## config.mk

```make
export PLATFORM = sky130hd
export DESIGN_NAME = via_irq_ctrl
export DESIGN_NICKNAME = d
export VERILOG_FILES = /design/src/rtl/via_pkg.sv /design/src/rtl/via_line_edge.sv /design/src/rtl/via_port_reg.sv /design/src/rtl/via_irq_ctrl.sv
export SDC_FILE = /design/constraint.sdc
export NUM_CORES = 1
export LEC_CHECK = 0
export ABC_AREA = 1
export BUFFER_PORTS_ARGS = -buffer_cell sky130_fd_sc_hd__buf_2
export CAP_MARGIN = 20
export CORE_MARGIN = 2
export CORE_UTILIZATION = 40
export DETAILED_ROUTE_END_ITERATION = 10
export PLACE_DENSITY = 0.66
export SLEW_MARGIN = 40
export SYNTH_ARGS = -nofsm -noshare
export SYNTH_HDL_FRONTEND = slang
export SYNTH_SLANG_ARGS = --single-unit
export TNS_END_PERCENT = 20
```

## constraint.sdc

```tcl
create_clock -name clk -period 1.2 [get_ports clk]
set_input_delay 0.06 -clock clk [delete_from_list [all_inputs] [get_ports clk]]
set_output_delay 0.06 -clock clk [all_outputs]
set_load 0.1 [all_outputs]
```

## src/rtl/via_pkg.sv

```systemverilog
package via_pkg;
    localparam int DW = 8;
    localparam int AW = 4;
    localparam int NFLAG = 7;

    localparam logic [AW-1:0] IDX_PB     = 4'd0;
    localparam logic [AW-1:0] IDX_PA     = 4'd1;
    localparam logic [AW-1:0] IDX_DIRB   = 4'd2;
    localparam logic [AW-1:0] IDX_DIRA   = 4'd3;
    localparam logic [AW-1:0] IDX_LCTL   = 4'd12;
    localparam logic [AW-1:0] IDX_FLAG   = 4'd13;
    localparam logic [AW-1:0] IDX_ENA    = 4'd14;
    localparam logic [AW-1:0] IDX_PA_NH  = 4'd15;

    localparam int F_A2 = 0;
    localparam int F_A1 = 1;
    localparam int F_SH = 2;
    localparam int F_B2 = 3;
    localparam int F_B1 = 4;
    localparam int F_T2 = 5;
    localparam int F_T1 = 6;

    // line order inside the edge array
    localparam int L_A1 = 0;
    localparam int L_A2 = 1;
    localparam int L_B1 = 2;
    localparam int L_B2 = 3;
    localparam int NLINE = 4;

    typedef struct packed {
        logic [NFLAG-1:0] flag;
        logic [NFLAG-1:0] ena;
        logic [DW-1:0]    lctl;
    } irq_state_t;
endpackage

```

## src/rtl/via_line_edge.sv

```systemverilog
module via_line_edge (
    input  logic clk,
    input  logic rst_n,
    input  logic level,
    input  logic rise_sel,
    output logic hit
);
    logic lvl_d, lvl_q;

    always_comb begin
        lvl_d = level;
        hit   = (level != lvl_q) && (level == rise_sel);
    end

    always_ff @(posedge clk or negedge rst_n) begin
        if (!rst_n) lvl_q <= 1'b0;
        else        lvl_q <= lvl_d;
    end


    r2_no_hit_without_change_chk: assert property (@(posedge clk) disable iff (!rst_n)
        (level == lvl_q) |-> !hit);
endmodule

```

## src/rtl/via_port_reg.sv

```systemverilog
module via_port_reg #(
    parameter int W = 8
) (
    input  logic         clk,
    input  logic         rst_n,
    input  logic [W-1:0] wdata,
    input  logic         dir_we,
    input  logic         dat_we,
    output logic [W-1:0] dir_q,
    output logic [W-1:0] dat_q
);
    logic [W-1:0] dir_d, dat_d;

    always_comb begin
        dir_d = dir_q;
        dat_d = dat_q;
        if (dir_we) dir_d = wdata;
        if (dat_we) dat_d = (dat_q & ~dir_q) | (wdata & dir_q);
    end

    always_ff @(posedge clk or negedge rst_n) begin
        if (!rst_n) begin
            dir_q <= '0;
            dat_q <= '0;
        end else begin
            dir_q <= dir_d;
            dat_q <= dat_d;
        end
    end


    r7_input_bits_hold_chk: assert property (@(posedge clk) disable iff (!rst_n)
        dat_we |=> (((dat_q ^ $past(dat_q)) & ~$past(dir_q)) == '0));
endmodule

```

## src/rtl/via_irq_ctrl.sv

```systemverilog
module via_irq_ctrl
    import via_pkg::*;
(
    input  logic          clk,
    input  logic          rst_n,
    input  logic [AW-1:0] reg_addr,
    input  logic          wr_en,
    input  logic          rd_en,
    input  logic [DW-1:0] wr_data,
    output logic [DW-1:0] rd_data,
    input  logic          ctl_a1,
    input  logic          ctl_a2,
    input  logic          ctl_b1,
    input  logic          ctl_b2,
    input  logic          sr_set,
    input  logic          t1_set,
    input  logic          t2_set,
    output logic [DW-1:0] pa_o,
    output logic [DW-1:0] pb_o,
    output logic          irq
);
    irq_state_t st_d, st_q;

    logic [NLINE-1:0] line_lvl, line_rise, line_hit;
    logic [DW-1:0]    dira_q, dirb_q;
    logic             acc_a, acc_b, a2_indep, b2_indep, any_pend;
    logic [NFLAG-1:0] set_vec;

    assign line_lvl = {ctl_b2, ctl_b1, ctl_a2, ctl_a1};
    assign line_rise[L_A1] = st_q.lctl[0];
    assign line_rise[L_A2] = st_q.lctl[2];
    assign line_rise[L_B1] = st_q.lctl[4];
    assign line_rise[L_B2] = st_q.lctl[6];

    generate
        for (genvar g = 0; g < NLINE; g++) begin : g_line
            via_line_edge u_edge (
                .clk      (clk),
                .rst_n    (rst_n),
                .level    (line_lvl[g]),
                .rise_sel (line_rise[g]),
                .hit      (line_hit[g])
            );
        end
    endgenerate

    via_port_reg #(.W(DW)) u_port_a (
        .clk    (clk),
        .rst_n  (rst_n),
        .wdata  (wr_data),
        .dir_we (wr_en && reg_addr == IDX_DIRA),
        .dat_we (wr_en && (reg_addr == IDX_PA || reg_addr == IDX_PA_NH)),
        .dir_q  (dira_q),
        .dat_q  (pa_o)
    );

    via_port_reg #(.W(DW)) u_port_b (
        .clk    (clk),
        .rst_n  (rst_n),
        .wdata  (wr_data),
        .dir_we (wr_en && reg_addr == IDX_DIRB),
        .dat_we (wr_en && reg_addr == IDX_PB),
        .dir_q  (dirb_q),
        .dat_q  (pb_o)
    );

    always_comb begin
        acc_a    = (wr_en || rd_en) && (reg_addr == IDX_PA || reg_addr == IDX_PA_NH);
        acc_b    = (wr_en || rd_en) && (reg_addr == IDX_PB);
        a2_indep = st_q.lctl[1] && !st_q.lctl[3];
        b2_indep = st_q.lctl[5] && !st_q.lctl[7];

        set_vec        = '0;
        set_vec[F_A2]  = line_hit[L_A2];
        set_vec[F_A1]  = line_hit[L_A1];
        set_vec[F_SH]  = sr_set;
        set_vec[F_B2]  = line_hit[L_B2];
        set_vec[F_B1]  = line_hit[L_B1];
        set_vec[F_T2]  = t2_set;
        set_vec[F_T1]  = t1_set;

        st_d = st_q;
        if (acc_a) begin
            st_d.flag[F_A1] = 1'b0;
            if (!a2_indep) st_d.flag[F_A2] = 1'b0;
        end
        if (acc_b) begin
            st_d.flag[F_B1] = 1'b0;
            if (!b2_indep) st_d.flag[F_B2] = 1'b0;
        end
        if (wr_en && reg_addr == IDX_FLAG)
            st_d.flag = st_d.flag & ~wr_data[NFLAG-1:0];
        st_d.flag = st_d.flag | set_vec;

        if (wr_en && reg_addr == IDX_ENA) begin
            if (wr_data[DW-1]) st_d.ena = st_q.ena | wr_data[NFLAG-1:0];
            else               st_d.ena = st_q.ena & ~wr_data[NFLAG-1:0];
        end
        if (wr_en && reg_addr == IDX_LCTL)
            st_d.lctl = wr_data;

        any_pend = |(st_q.flag & st_q.ena);
        irq      = any_pend;

        case (reg_addr)
            IDX_PB:              rd_data = pb_o;
            IDX_PA, IDX_PA_NH:   rd_data = pa_o;
            IDX_DIRB:            rd_data = dirb_q;
            IDX_DIRA:            rd_data = dira_q;
            IDX_LCTL:            rd_data = st_q.lctl;
            IDX_FLAG:            rd_data = {any_pend, st_q.flag};
            IDX_ENA:             rd_data = {1'b1, st_q.ena};
            default:             rd_data = '0;
        endcase
    end

    always_ff @(posedge clk or negedge rst_n) begin
        if (!rst_n) st_q <= '0;
        else        st_q <= st_d;
    end


    r4_shift_sets_flag_chk: assert property (@(posedge clk) disable iff (!rst_n)
        sr_set |=> st_q.flag[F_SH]);

    r5_b1_ack_chk: assert property (@(posedge clk) disable iff (!rst_n)
        (rd_en && reg_addr == IDX_PB && !line_hit[L_B1]) |=> !st_q.flag[F_B1]);

    r9_enable_set_chk: assert property (@(posedge clk) disable iff (!rst_n)
        (wr_en && reg_addr == IDX_ENA && wr_data[DW-1])
        |=> ((st_q.ena & $past(wr_data[NFLAG-1:0])) == $past(wr_data[NFLAG-1:0])));

    r8_summary_bit_chk: assert property (@(posedge clk) disable iff (!rst_n)
        (reg_addr == IDX_FLAG) |-> (rd_data[DW-1] == irq));
endmodule

```

==> metrics.md <==
| Metric | Value |
|---|---|
| Outcome | finished, violations left |
| Failing checks | setup timing |
| Final setup vio count | 10 |
| Final Core Density | 0.634 |
| CTS tree | done |
| RSZ-0062 raised after global routing | true |
| Worst path most repeated cell | nand2_1 |
| Deepest clock path buffer count | 2 |
| Mapped cell area | approximately 3000 sq um |
| Req. time, crit path | 1.14 ns |
| Die height | approximately 90 um |
| First-iteration detailed-routing DRC count | 291 |
| Root Driver | clkbuf_8 |
| Hold Violations, Final | 0 |
| Dpl ws | -0.261 ns |
| Worst VDD drop | ~0.70 mV |
| Vias per cell | 5.09 |
| First-pass iteration count of the detailed router | 5 |
| Antenna diode count | 0 |
| Count of cell types in the netlist | 27 |
| Setup WS post-layout | -0.287 ns |
| Power Density | about 1700 nW/um^2 |
| Register Area | 1510 sq um |
| H-tree depth | 3 |
| # clock sinks | between 50 and 60 |
| Final Hold Slack | 0.0169 ns |
| GR Util All Layers | 0.228 |
| Worst path max stage delay | 0.41 ns |
| Clock latency at the later pin of the worst-skew pair | roughly 0.34 ns |
| Max Slew Vio Count | 0 |
| Total clock buffers created by CTS | 9 |
| Vias | approximately 3000 |
| IO Pins | between 40 and 50 |
| Drt total wl | 8980 um |
| Core box area | 7250 sq um |
| Period utilization | 1.24 |
| Max Freq | between 0.6 and 0.7 GHz |
| Initial antenna violation count | 0 |
| Clock skew | roughly 0.0066 ns |
| CP Capture Type | primary output |
| Multi-input logic area | 1490 sq um |
| Initial Util | 0.411 |
| Largest net degree at the start of global routing | between 50 and 60 |
| Die width | ~90 um |
| Syn. warnings | 0 |
| Mean Syn Cell Area | between 7 and 8 sq um |
| Syn-to-layout area delta | 54.2% |
| Slowest-stage cell, CP | dfrtp_1 |
| Drt wl/cell | roughly 15 um |
| Gp weighted congestion | 0.892 |
| Cell area after layout | 4600 sq um |
| DRC violations left | 0 |
| Seq cells post-synth | between 50 and 60 |
| Finished Layout Cells | about 600 |
| Share of cells above drive strength 1 | 0.364 |
| WP data arrival | approximately 1.4 ns |
| Lkg Pwr | between 2 and 2.5 nW |
| Post-synthesis cell count | approximately 390 |
| CP Max Fanout | 3 |
| Die Area | a little over 8000 sq um |
| Synth Net Count | ~410 |
| Cell row count | 31 |
| Clock transition at path regs | 0.06 ns |
| Hold crit path type | input pin to register |
| Antenna Nets Post-Route | 0 |
| Final Net Count | between 500 and 600 |
| # fillers | between 500 and 600 |
| Slew @ Worst Pin | around 0.43 ns |
| Seq/Total Area, Yosys | 0.487 |
| Critical path startpoint category | register |
| Max_cap viols | 0 |
| Area after DPL | a little over 4000 sq um |
| Tmin final | 1.49 ns |
| Setup TNS | -2.30 ns |
| Kind of critical path | register to primary output |
| Critical path, cell by cell | nand2_1 -> nand2_1 -> nor2_2 -> nand2_4 -> nand2_2 -> a21oi_4 -> buf_12 |
| Total power | between 7 and 8 mW |
| Vias in the first global route | 2943 |
| Slew margin rel. | 0.711 |
| Total grt overflow | 0 |
| IO buf count | 47 |
| First-pass GRT wire length | about 15000 um |
| DP HPWL | between 6000 and 7000 um |
| Placed cells | 560 |
==> worst max-delay path, delay by kind of cell (launching register included) <==
kind            cells  cell delay [ns]
buf+inv             1             0.19
simple gates        5             0.33
compound gates      1             0.16
flops               1             0.41
==> per-layer routing <==
layer,up-vias,wire length (um),part of all wire,global-route usage
li1,1457,-,-,-
met1,1409,3880,0.43,0.317
met2,135,4270,0.48,0.364
met3,24,607,0.068,0.0309
met4,0,225,0.025,0.0910
met5,-,0,0,0
==> path summary, 6_finish.rpt <==
kind / startpoint / to / slack, ns / depth (start not counted)
hold / removal: wr_data[3] / register / 0.02 / 3
setup reg to reg: register / register / 0.23 / 4
min in group asynchronous: rst_n / u_port_a.dir_q[5] / 0.24 / 3
setup / recovery: register / rd_data[7] / -0.29 / 7
max in group asynchronous: rst_n / asynchronous set/reset pin / 0.65 / 3
hold reg to reg: register / register / 0.52 / 2
==> cells in the final DEF (no fill, tap or decap), drive strengths merged, types with 2 or more instances in the layout <==
cell type and count:
o31ai 5, dfrtp 58, clkinv 2, o21ai 64, ha 2, nor2 40, nand2 114, a21oi 10
buf 92, dlygate4sd3 11, nand4 4, clkbuf 14, nand3 28, inv 45
==> synthesized netlist by cell type, drive strengths merged <==
cell type / n / area, sq um
nand2: 114 / 435
o21ai: 64 / 320
dfrtp: 58 / 1450
inv: 45 / 169
nor2: 40 / 198
nand3: 28 / 145
a21oi: 10 / 50.1
buf: 10 / 70.1
o31ai: 5 / 37.5
nand4: 4 / 25.0
clkbuf: 2 / 7.51
ha: 2 / 25.0
o211ai: 1 / 7.51
o21a: 1 / 7.51
o21bai: 1 / 7.51
o22ai: 1 / 6.26
xnor2: 1 / 8.76
xor2: 1 / 8.76
==> cells by family after synthesis <==
group,count (synthesis),synth area share
and+or+nand+nor,186,0.270
adders and majority gates,2,0.00839
DFF,58,0.487
AOI/OAI and AO/OA,83,0.147
xor gates and xnor gates,2,0.00588
buffers and inverters,57,0.0827
==> final cells by class <==
cell class | instances | share of cell area
multi-input combinational | 273 | 0.325
timing repair buffer | 103 | 0.242
inverter | 45 | 0.0378
sequential | 58 | 0.329
tap | 99 | 0.0269
clock buffer | 14 | 0.0376
clock inverter | 2 | 0.00218
==> timing repair <==
| action | 4_1_cts | 5_1_grt |
|---|---|---|
| cloned | 0 | 0 |
| setup buffers | 1 | 6 |
| gates resized for setup | 22 | 22 |
| endpoints found under the setup margin | 9 | 11 |
| pin swaps | 16 | 12 |
| hold buffers | 11 | 0 |
| hold endpoints to repair | 68 | 0 |
==> power by group <==
group          internal (mW)  switching, mW  leakage, nW  total (mW)
Clock                  0.914          0.776       0.0965        1.69
Combinational           1.23           2.07         1.35        3.30
Sequential              2.42          0.376        0.688        2.80
(Power assumes the default switching activity.)
